## src/rtl/dmi_pkg.sv

```systemverilog
package dmi_pkg;
  localparam int ID_W        = 10;
  localparam logic [ID_W-1:0] SPURIOUS_ID = 10'd1023;
  localparam int LOCAL_LIMIT = 29;

  // shared window offsets
  localparam int OFS_CTRL    = 'h000;
  localparam int OFS_EN_SET  = 'h030;
  localparam int OFS_EN_CLR  = 'h034;
  localparam int OFS_ROUTE   = 'h100;

  // per-CPU window offsets
  localparam int OFS_CAUSE   = 'h010;
  localparam int OFS_ACK     = 'h044;
  localparam int OFS_MSK_SET = 'h048;
  localparam int OFS_MSK_CLR = 'h04C;
endpackage

```

## src/rtl/dmi_state.sv

```systemverilog
module dmi_state #(
  parameter int NUM_SRC = 64,
  parameter int NUM_CPU = 2,
  localparam int SRC_W = (NUM_SRC > 1) ? $clog2(NUM_SRC) : 1,
  localparam int CPU_W = (NUM_CPU > 1) ? $clog2(NUM_CPU) : 1
) (
  input  logic                              clk,
  input  logic                              rst,
  input  logic                              en_set,
  input  logic                              en_clr,
  input  logic                              msk_set,
  input  logic                              msk_clr,
  input  logic [CPU_W-1:0]                  cpu_sel,
  input  logic [dmi_pkg::ID_W-1:0]          id,
  input  logic                              rt_we,
  input  logic [SRC_W-1:0]                  rt_idx,
  input  logic [31:0]                       rt_wdata,
  output logic [NUM_SRC-1:0]                en_vec,
  output logic [NUM_CPU-1:0][NUM_SRC-1:0]   mask_mat,
  output logic [NUM_SRC-1:0][7:0]           route
);
  localparam logic [3:0] CPU_BITS = 4'((1 << NUM_CPU) - 1);

  logic             id_ok;
  logic             cpu_ok;
  logic [SRC_W-1:0] id_idx;

  assign id_ok  = int'(id) < NUM_SRC;
  assign cpu_ok = int'(cpu_sel) < NUM_CPU;
  assign id_idx = id[SRC_W-1:0];

  always_ff @(posedge clk) begin
    if (rst) begin
      en_vec <= '0;
    end else if (en_set && id_ok) begin
      en_vec[id_idx] <= 1'b1;
    end else if (en_clr && id_ok) begin
      en_vec[id_idx] <= 1'b0;
    end
  end

  always_ff @(posedge clk) begin
    if (rst) begin
      mask_mat <= '1;
    end else begin
      for (int c = 0; c < NUM_CPU; c++) begin
        if (cpu_ok && id_ok && (int'(cpu_sel) == c)) begin
          if (msk_set)      mask_mat[c][id_idx] <= 1'b1;
          else if (msk_clr) mask_mat[c][id_idx] <= 1'b0;
        end
      end
    end
  end

  always_ff @(posedge clk) begin
    if (rst) begin
      route <= '0;
    end else if (rt_we) begin
      route[rt_idx] <= {CPU_BITS & rt_wdata[11:8], CPU_BITS & rt_wdata[3:0]};
    end
  end


  en_set_takes_chk: assert property (@(posedge clk) disable iff (rst)
    (en_set && id_ok) |=> en_vec[$past(id_idx)]);


  en_clr_takes_chk: assert property (@(posedge clk) disable iff (rst)
    (en_clr && id_ok) |=> !en_vec[$past(id_idx)]);


  en_range_chk: assert property (@(posedge clk) disable iff (rst)
    ((en_set || en_clr) && !id_ok) |=> $stable(en_vec));


  msk_clr_takes_chk: assert property (@(posedge clk) disable iff (rst)
    (msk_clr && id_ok && cpu_ok) |=> !mask_mat[$past(cpu_sel)][$past(id_idx)]);
endmodule

```

## src/rtl/dmi_cpu_path.sv

```systemverilog
module dmi_cpu_path #(
  parameter int NUM_SRC = 64,
  parameter int CPU_IDX = 0,
  localparam int SRC_W = (NUM_SRC > 1) ? $clog2(NUM_SRC) : 1
) (
  input  logic                          clk,
  input  logic                          rst,
  input  logic [NUM_SRC-1:0]            src_level,
  input  logic [NUM_SRC-1:0]            en_vec,
  input  logic [NUM_SRC-1:0]            mask_row,
  input  logic [NUM_SRC-1:0][7:0]       route,
  output logic [NUM_SRC-1:0]            elig,
  output logic [dmi_pkg::ID_W-1:0]      low_id,
  output logic                          irq
);
  import dmi_pkg::*;

  for (genvar s = 0; s < NUM_SRC; s++) begin : g_src
    assign elig[s] = src_level[s] & en_vec[s] & ~mask_row[s]
                   & (route[s][CPU_IDX] | route[s][4+CPU_IDX]);
  end

  always_comb begin
    low_id = SPURIOUS_ID;
    for (int i = NUM_SRC - 1; i >= 0; i--) begin
      if (elig[i]) low_id = ID_W'(i);
    end
  end

  always_ff @(posedge clk) begin
    if (rst) irq <= 1'b0;
    else     irq <= |elig;
  end


  irq_needs_line_chk: assert property (@(posedge clk) disable iff (rst)
    irq |-> $past(|src_level));


  irq_needs_gates_chk: assert property (@(posedge clk) disable iff (rst)
    $rose(irq) |-> $past(|(en_vec & ~mask_row)));


  ack_is_live_chk: assert property (@(posedge clk) disable iff (rst)
    (low_id != SPURIOUS_ID) |-> (src_level[low_id[SRC_W-1:0]]
      && en_vec[low_id[SRC_W-1:0]] && !mask_row[low_id[SRC_W-1:0]]));
endmodule

```

## src/rtl/dual_mask_intc.sv

```systemverilog
module dual_mask_intc #(
  parameter int NUM_SRC = 64,
  parameter int NUM_CPU = 2,
  parameter int ADDR_W  = 12,
  localparam int SRC_W = (NUM_SRC > 1) ? $clog2(NUM_SRC) : 1,
  localparam int CPU_W = (NUM_CPU > 1) ? $clog2(NUM_CPU) : 1
) (
  input  logic               clk,
  input  logic               rst,
  input  logic [NUM_SRC-1:0] src_level,
  input  logic               bus_valid,
  input  logic               bus_write,
  input  logic               bus_local,
  input  logic [CPU_W-1:0]   bus_cpu,
  input  logic [ADDR_W-1:0]  bus_addr,
  input  logic [31:0]        bus_wdata,
  output logic [31:0]        bus_rdata,
  output logic               bus_rvalid,
  output logic [NUM_CPU-1:0] cpu_irq
);
  import dmi_pkg::*;

  localparam int CAUSE_N = (NUM_SRC < LOCAL_LIMIT) ? NUM_SRC : LOCAL_LIMIT;

  logic wr_req, rd_req, shared_win, local_win, cpu_ok;
  logic en_set, en_clr, msk_set, msk_clr;
  logic rt_hit, rt_we;
  logic [ADDR_W-1:0] rt_off, rt_word;
  logic [SRC_W-1:0]  rt_idx;

  logic [NUM_SRC-1:0]                en_vec;
  logic [NUM_CPU-1:0][NUM_SRC-1:0]   mask_mat;
  logic [NUM_SRC-1:0][7:0]           route;
  logic [NUM_CPU-1:0][NUM_SRC-1:0]   elig_all;
  logic [NUM_CPU-1:0][ID_W-1:0]      low_all;
  logic [NUM_CPU-1:0][31:0]          cause_all;
  logic [31:0]                       rd_mux;

  assign wr_req     = bus_valid & bus_write;
  assign rd_req     = bus_valid & ~bus_write;
  assign shared_win = ~bus_local;
  assign local_win  = bus_local;
  assign cpu_ok     = int'(bus_cpu) < NUM_CPU;

  assign en_set  = wr_req & shared_win & (bus_addr == ADDR_W'(OFS_EN_SET));
  assign en_clr  = wr_req & shared_win & (bus_addr == ADDR_W'(OFS_EN_CLR));
  assign msk_set = wr_req & local_win  & (bus_addr == ADDR_W'(OFS_MSK_SET));
  assign msk_clr = wr_req & local_win  & (bus_addr == ADDR_W'(OFS_MSK_CLR));

  assign rt_off  = bus_addr - ADDR_W'(OFS_ROUTE);
  assign rt_word = rt_off >> 2;
  assign rt_idx  = rt_word[SRC_W-1:0];
  assign rt_hit  = shared_win && (bus_addr >= ADDR_W'(OFS_ROUTE))
                && (bus_addr[1:0] == 2'b00) && (int'(rt_word) < NUM_SRC);
  assign rt_we   = wr_req & rt_hit;

  dmi_state #(.NUM_SRC(NUM_SRC), .NUM_CPU(NUM_CPU)) u_state (
    .clk      (clk),
    .rst      (rst),
    .en_set   (en_set),
    .en_clr   (en_clr),
    .msk_set  (msk_set),
    .msk_clr  (msk_clr),
    .cpu_sel  (bus_cpu),
    .id       (bus_wdata[ID_W-1:0]),
    .rt_we    (rt_we),
    .rt_idx   (rt_idx),
    .rt_wdata (bus_wdata),
    .en_vec   (en_vec),
    .mask_mat (mask_mat),
    .route    (route)
  );

  for (genvar c = 0; c < NUM_CPU; c++) begin : g_cpu
    dmi_cpu_path #(.NUM_SRC(NUM_SRC), .CPU_IDX(c)) u_path (
      .clk       (clk),
      .rst       (rst),
      .src_level (src_level),
      .en_vec    (en_vec),
      .mask_row  (mask_mat[c]),
      .route     (route),
      .elig      (elig_all[c]),
      .low_id    (low_all[c]),
      .irq       (cpu_irq[c])
    );
    if (CAUSE_N < 32) begin : g_pad
      assign cause_all[c] = {{(32-CAUSE_N){1'b0}}, elig_all[c][CAUSE_N-1:0]};
    end else begin : g_full
      assign cause_all[c] = elig_all[c][31:0];
    end
  end

  always_comb begin
    rd_mux = '0;
    if (shared_win) begin
      if (bus_addr == ADDR_W'(OFS_CTRL)) begin
        rd_mux[12:2] = 11'(NUM_SRC);
      end else if (rt_hit) begin
        rd_mux[11:8] = route[rt_idx][7:4];
        rd_mux[3:0]  = route[rt_idx][3:0];
      end
    end else if (cpu_ok) begin
      if (bus_addr == ADDR_W'(OFS_CAUSE)) begin
        rd_mux = cause_all[bus_cpu];
      end else if (bus_addr == ADDR_W'(OFS_ACK)) begin
        rd_mux[ID_W-1:0] = low_all[bus_cpu];
      end
    end
  end

  always_ff @(posedge clk) begin
    if (rst) begin
      bus_rdata  <= '0;
      bus_rvalid <= 1'b0;
    end else begin
      bus_rvalid <= rd_req;
      if (rd_req) bus_rdata <= rd_mux;
    end
  end


  rd_answer_chk: assert property (@(posedge clk) disable iff (rst)
    rd_req |=> bus_rvalid);


  count_field_chk: assert property (@(posedge clk) disable iff (rst)
    (rd_req && shared_win && bus_addr == ADDR_W'(OFS_CTRL))
      |=> (bus_rdata[12:2] == 11'(NUM_SRC)));
endmodule

```

## config.mk

```make
export PLATFORM = sky130hd
export DESIGN_NAME = dual_mask_intc
export DESIGN_NICKNAME = d
export VERILOG_FILES = /design/src/rtl/dmi_pkg.sv /design/src/rtl/dmi_state.sv /design/src/rtl/dmi_cpu_path.sv /design/src/rtl/dual_mask_intc.sv
export SDC_FILE = /design/constraint.sdc
export NUM_CORES = 1
export LEC_CHECK = 0
export CORE_MARGIN = 5
export CORE_UTILIZATION = 50
export DETAILED_ROUTE_END_ITERATION = 7
export PLACE_DENSITY = 0.72
export SLEW_MARGIN = 20
export SYNTH_ARGS = -nofsm -noshare
export SYNTH_HDL_FRONTEND = slang
export SYNTH_SLANG_ARGS = --single-unit
```

## constraint.sdc

```tcl
create_clock -name clk -period 2.6 [get_ports clk]
set_clock_uncertainty 0.05 [all_clocks]
set_input_delay 0.78 -clock clk [delete_from_list [all_inputs] [get_ports clk]]
set_output_delay 0.78 -clock clk [all_outputs]
set_load 0.03 [all_outputs]
```

* Word-level counts from Yosys, hierarchy flattened
Cells that the tools add are included.
Word-level totals: register bits after elaboration 739, input bits 114, output and inout bits 35, word-level logic and storage cells 853
Operators by class: $add $sub $neg 1, magnitude comparators 8, equality and inequality tests 6, mux-type cells 155, bitwise gates (word level) 595, reduce and logical (&&, ||, !) cells 17
Operators with widths (count):
- 10-bit two-way mux | 132
- 512-bit bitwise mux | 1
- 64-bit two-way mux | 6
- 1-bit AND | 329
- 64-bit AND | 3
- 64-bit bitwise OR | 3
- 1-bit inverter | 131
- 1-bit bitwise OR | 128
- 64-bit OR reduction | 2
- 64-bit inverter | 1
- 8-bit binary-select mux with 6-bit select | 1
- 8-bit demux with 6-bit select | 1
- 12-bit by 7-bit == test with 1-bit output (second input constant) | 3
- 32-bit two-way mux | 1
- 29-bit two-way mux | 1
- 12-bit by 6-bit == test with 1-bit output (second input constant) | 2
- 22-bit two-way mux | 1
- 10-bit by 7-bit less-than comparator with 1-bit output (second input constant) | 2
- 19-bit two-way mux | 1
- 8-bit two-way mux | 2
- 6-bit by 7-bit less-than comparator with 1-bit output (second input constant) | 2
- 13-bit two-way mux | 1
- 12-bit by 5-bit == test with 1-bit output (second input constant) | 1
- 12-bit by 9-bit >= comparator with 1-bit output (second input constant) | 1
- 12 further kinds | 26

* Logic depth before layout (Yosys ltp)
Gate-level depths: netlist of the first run.
depth in word-level cells 72, gate-level depth with buffers 11, depth with buffers taken out 8

* By module
Synthesis of the first run repeated with hierarchy kept, for this count alone.
Unflattened totals: cell total of the unflattened synthesis 3661, area total of the unflattened synthesis 29778.6 um2
By module, submodules not included:
- dmi_state | instances 1, cells an instance 2384, area an instance 20246.9 um2, sequential area each 8968.6 um2
- dual_mask_intc | instances 1, cells an instance 603, area an instance 6150.9 um2, sequential area each 600.6 um2
- dmi_cpu_path | instances 2, cells an instance 337, area an instance 1690.4 um2, sequential area each 20.0 um2

* Least setup slack after synthesis of the first run
OpenSTA, ideal clock, no wires.
path type in2reg, from input port bus_addr[2], to register bus_rdata[9], library setup time 137 ps, data arrival time 2455 ps, required time 2413 ps, slack -42 ps, stages on the path 9, buffers on the path 3, cell sequence buf_6 > buf_12 > buf_6 > mux4_2 > mux4_2 > nand2_1 > o21ai_1 > nand3_1 > a41oi_2
On the way: word-level cells in the longest chain between the ends 7, elaborated cells between the ends (all ways) 16, classes of those cells add/sub (1); order compare (2); eq/ne (2); mux (7); reduce/logical (4)
RTL lines:
- start: declaration | line dual_mask_intc.sv:15 | input logic [ADDR_W-1:0] bus_addr,
- parallel branches: the longest is 6 deep, another holds 12-bit by 9-bit subtractor with 12-bit output
- 13-bit two-way mux (*) | line dual_mask_intc.sv:95 | if (shared_win) begin
- end signal: assignment | line dual_mask_intc.sv:117 | if (rd_req) bus_rdata <= rd_mux;
- end: declaration | line dual_mask_intc.sv:17 | output logic [31:0] bus_rdata,
Every way passes the cells marked *. The select of a mux whose other input is x is not followed. A chain may end at the register's enable or synchronous reset.

* Worst setup path after layout of the first run
from input port src_level[26], to register bus_rdata[9]
On the way: word-level cells in the longest chain between the ends 35, elaborated cells between the ends (all ways) 64, classes of those cells mux (59); bitwise (5)
RTL lines:
- start: declaration | line dual_mask_intc.sv:10 | input logic [NUM_SRC-1:0] src_level,
- 1-bit AND (*) | line dmi_cpu_path.sv:19 | assign elig[s] = src_level[s] & en_vec[s] & ~mask_row[s]
- 1-bit AND | line dmi_cpu_path.sv:19
- 1-bit AND | line dmi_cpu_path.sv:20 | & (route[s][CPU_IDX] | route[s][4+CPU_IDX]);
- 10-bit two-way mux (27 in series) | line dmi_cpu_path.sv:26 | if (elig[i]) low_id = ID_W'(i);
- 10-bit two-way mux (not written as such) (*) (2 in series) | line dual_mask_intc.sv:106 | rd_mux[ID_W-1:0] = low_all[bus_cpu];
- 10-bit two-way mux (*) | line dual_mask_intc.sv:105 | end else if (bus_addr == ADDR_W'(OFS_ACK)) begin
- 10-bit two-way mux (*) | line dual_mask_intc.sv:103 | if (bus_addr == ADDR_W'(OFS_CAUSE)) begin
- 13-bit two-way mux (*) | line dual_mask_intc.sv:95
Every way passes the cells marked *; elsewhere a longest branch is shown, timed or not. The select of a mux whose other input is x is not followed.

==> results.yml, run 1 <==
status:
  status: "finished, violations left"
  violations: "setup timing"
global_route:
  grt_pass1_vias: 24362
  antenna_found_initial: 2
  grt_max_degree: 86
  grtUsageTotal_pct: 36.02
  gr-total-overflow: 0
  grt_pass1_wl_mm: 147.9
logic_synthesis:
  synth.area.top_cells: "dfxtp_1 39%, nand2_1 7.8%, nor2_1 7.2%"
  synthMostInstantiatedCell: "nand2_1"
  synth-xor-area-share_pct: 0
  synthAdderAreaFrac_pct: 0
  ys_seq_elements: 480
  synth_edf_count: 0
  yosys.area_share.simple_pct: 25.11
  ys_warn_count: 0
  postSynthAreaPerCell_um2: 8.051
  synthCells: 3026
  synthFlopType: "dfxtp_1"
  ys_types: 87
  synthArstFlopShare_pct: 0
  synth_mux_area_share_pct: 10.20
  synth-seq-area-share_pct: 39.45
  netlist_area_mm2: 0.02436
  ys_top_cells_by_count: "509 x nand2_1, 480 x dfxtp_1, 470 x nor2_1, 270 x a21oi_1, 183 x nand3_1"
  synth_top_cell_area_share_pct: 39.45
  synth_top_family_by_area: "simple AND/OR/NAND/NOR gates"
  synth_compound_area_share_pct: 20.29
  yosys.area.top_type: "dfxtp_1"
clocking:
  clk_latency_ns: 0.63
  tritoncts: "done"
  cts.clk_slew.worst_paths_ns: 0.06
  h-tree-depth: 2
  clock_sinks: 480
  clk_path_buf_depth: 3
  cts-root-buf: "clkbuf_16"
  numCtsBuffers: 51
setup_path:
  rr_worst_depth: 10
  path_class: "in -> reg"
  cp_top_family: "simple AND/OR/NAND/NOR gates"
  setup.worst_path.start_class: "input pin"
  crit_start: "src_level[26]"
  r2r-end: "bus_rdata[9]$_SDFFE_PP0P_"
  r2r_slack_ns: 0.01
  cp-end-kind: "register"
  cp.arrival_ns: 3.15
  cp_max_fo: 4
  r2r_start: "u_state.route[336]$_SDFFE_PP0P_"
  path_cells: "clkdlybuf4s50_1 -> o211ai_1 -> o32ai_2 -> nor3_2 -> nand4_1 -> nor4_2 -> buf_4 -> mux2_2 -> nand2_2 -> a41oi_2"
  max_stage_delay_ns: 0.55
  crit_buf_inv: 2
  cp_data_required_time_ns: 3.09
  cpMaxStageDelayCell: "clkdlybuf4s50_1"
run:
  max-cap-violations: 0
timing:
  slew_violations: 0
  finalSetupTns_ns: -0.07836
  setup_violations: 4
  fmax_mhz: 375.4
  finalWorstSetupSlack_ns: -0.06393
  rsz0062_at_grt: "true"
  tightest_slew_ns: 1.053
  hold_viol_final: 0
  relSlewSlack_pct: 29.82
  final.period_utilization_pct: 102.5
  fin_crit_ns: 2.664
pwr:
  leakagePower_uw: 0.01096
  powerDensity_mw_per_mm2: 505.8
  ir_worst_vdd_mv: 0.4862
routing:
  ant_nets: 0
  drt_iter0_markers: 3448
  drc: 0
  vias: 26449
  dr.pass1.iters: 7
  drt-vias-per-instance: 6.375
  routed_wl_mm: 101.0
  post_drt_wl_per_cell_um: 24.34
floorplan:
  core_area_mm2: 0.04795
  die_w_um: 230.7
  ioPinCount: 149
  start_util_pct: 50.81
  fp-row-count: 80
  die_y_um: 230.7
  die_area_mm2: 0.05324
place:
  place_congestion: 1.055
  dpl-instance-area_mm2: 0.02948
  numPortBuffers: 123
  dp_hpwl_mm: 74.78
finish:
  multi_input_area_mm2: 0.01405
  seq_area_mm2: 0.009609
  drive_gt1_share_pct: 22.47
  stdcell_area_mm2: 0.03180
  nets: 3610
  fillers: 4036
  area_delta_synth_final_pct: 30.54
  diodes: 0
min_path:
  holdCritPathClass: "reg -> reg"
  hold_depth: 2
==> repair_timing <==
| item | in CTS | in global routing |
|---|---|---|
| resized for setup | 26 | 75 |
| hold buffers | 0 | 0 |
| gates cloned | 0 | 1 |
| pin swaps | 7 | 31 |
| buffers inserted | 3 | 10 |
| endpoints found under the setup margin | 21 | 184 |
==> cell type report <==
| class | count | area share, % |
|---|---|---|
| Multi-Input combinational cell | 2313 | 44.18 |
| Sequential cell | 480 | 30.22 |
| Timing Repair Buffer | 641 | 17.64 |
| Clock buffer | 69 | 4.477 |
| Tap cell | 615 | 2.420 |
| Clock inverter | 22 | 0.9639 |
| Inverter | 9 | 0.1062 |
==> worst reg2reg max path, delay by kind of cell (launching register included) <==
kind,cells,cell delay [ns]
AO/OA/AOI/OAI,3,0.84
multiplexers,1,0.15
buffers and inverters,2,0.33
flip-flops,1,0.34
AND/OR/NAND/NOR,4,0.80
==> through the flow <==
stage               setup WS [ns]  power [uW]  hold WS, ns  cells  util (%)
detailed placement        -0.8671        8529       0.4006   4045     61.49
global route             -0.09892       16450       0.4275   4149     66.33
floorplan                0.002207        8012       0.3785   3028         -
CTS                      -0.07349       16090       0.4083   4139     65.39
global placement          -0.7937        8517       0.3922   4045     61.49
finish                   -0.06393       16090       0.4079   4149     66.33
==> worst max-delay path by stage <==
stage,to,slack (ns),cells after the start
6_report,bus_rdata[9]$_SDFFE_PP0P_,-0.06,10
3_3_place_gp,bus_rdata[0]$_SDFFE_PP0P_,-0.79,9
5_1_grt,bus_rdata[9]$_SDFFE_PP0P_,-0.1,9
3_5_place_dp,bus_rdata[0]$_SDFFE_PP0P_,-0.87,11
2_1_floorplan,bus_rdata[9]$_SDFFE_PP0P_,0.002,9
4_1_cts,bus_rdata[0]$_SDFFE_PP0P_,-0.07,11
==> kinds of logic after synthesis <==
kind of cell | after synthesis
simple gates | 1397
mux | 172
other cells | 1
compound gates | 741
flops | 480
buf+inv | 235
==> cells in the final DEF, fill, tap and decap left out, types with 38 or more instances in the layout <==
cell and n:
nand3_1 180, nor3_1 89, dfxtp_1 480, o211ai_1 57
clkbuf_16 52, nor2_1 451, buf_4 478, o21ai_0 87
buf_12 38, a21oi_1 269, a211o_1 132, clkdlybuf4s50_1 111
mux4_2 45, nand2_1 505, mux2i_1 96
==> where the power goes <==
group / total, uW / internal [uW] / switching [uW]
Sequential: 7350 / 7350 / 0.309
Clock: 7690 / 4440 / 3240
Combinational: 1050 / 409 / 637
==> per-layer routing <==
layer  share of wire (%)  global-route usage [%]  up-vias
met5               0.026                       0        -
li1                    -                       -    11866
met3                  14                   10.65      245
met1                  40                   50.84    12667
met2                  42                   52.61     1667
met4                 4.0                   12.91        4
Note: power is estimated with default switching activity, not from simulation.
==> inputs of run 2 (changes only) <==
--- a/config.mk
+++ b/config.mk
@@ -5,6 +5,7 @@
 export SDC_FILE = /design/constraint.sdc
 export NUM_CORES = 1
 export LEC_CHECK = 0
+export CAP_MARGIN = 30
 export CORE_MARGIN = 5
 export CORE_UTILIZATION = 50
 export DETAILED_ROUTE_END_ITERATION = 7
==> results of run 2 <==
Same layout as run 1: the final DEF is identical, and so are final timing and power.
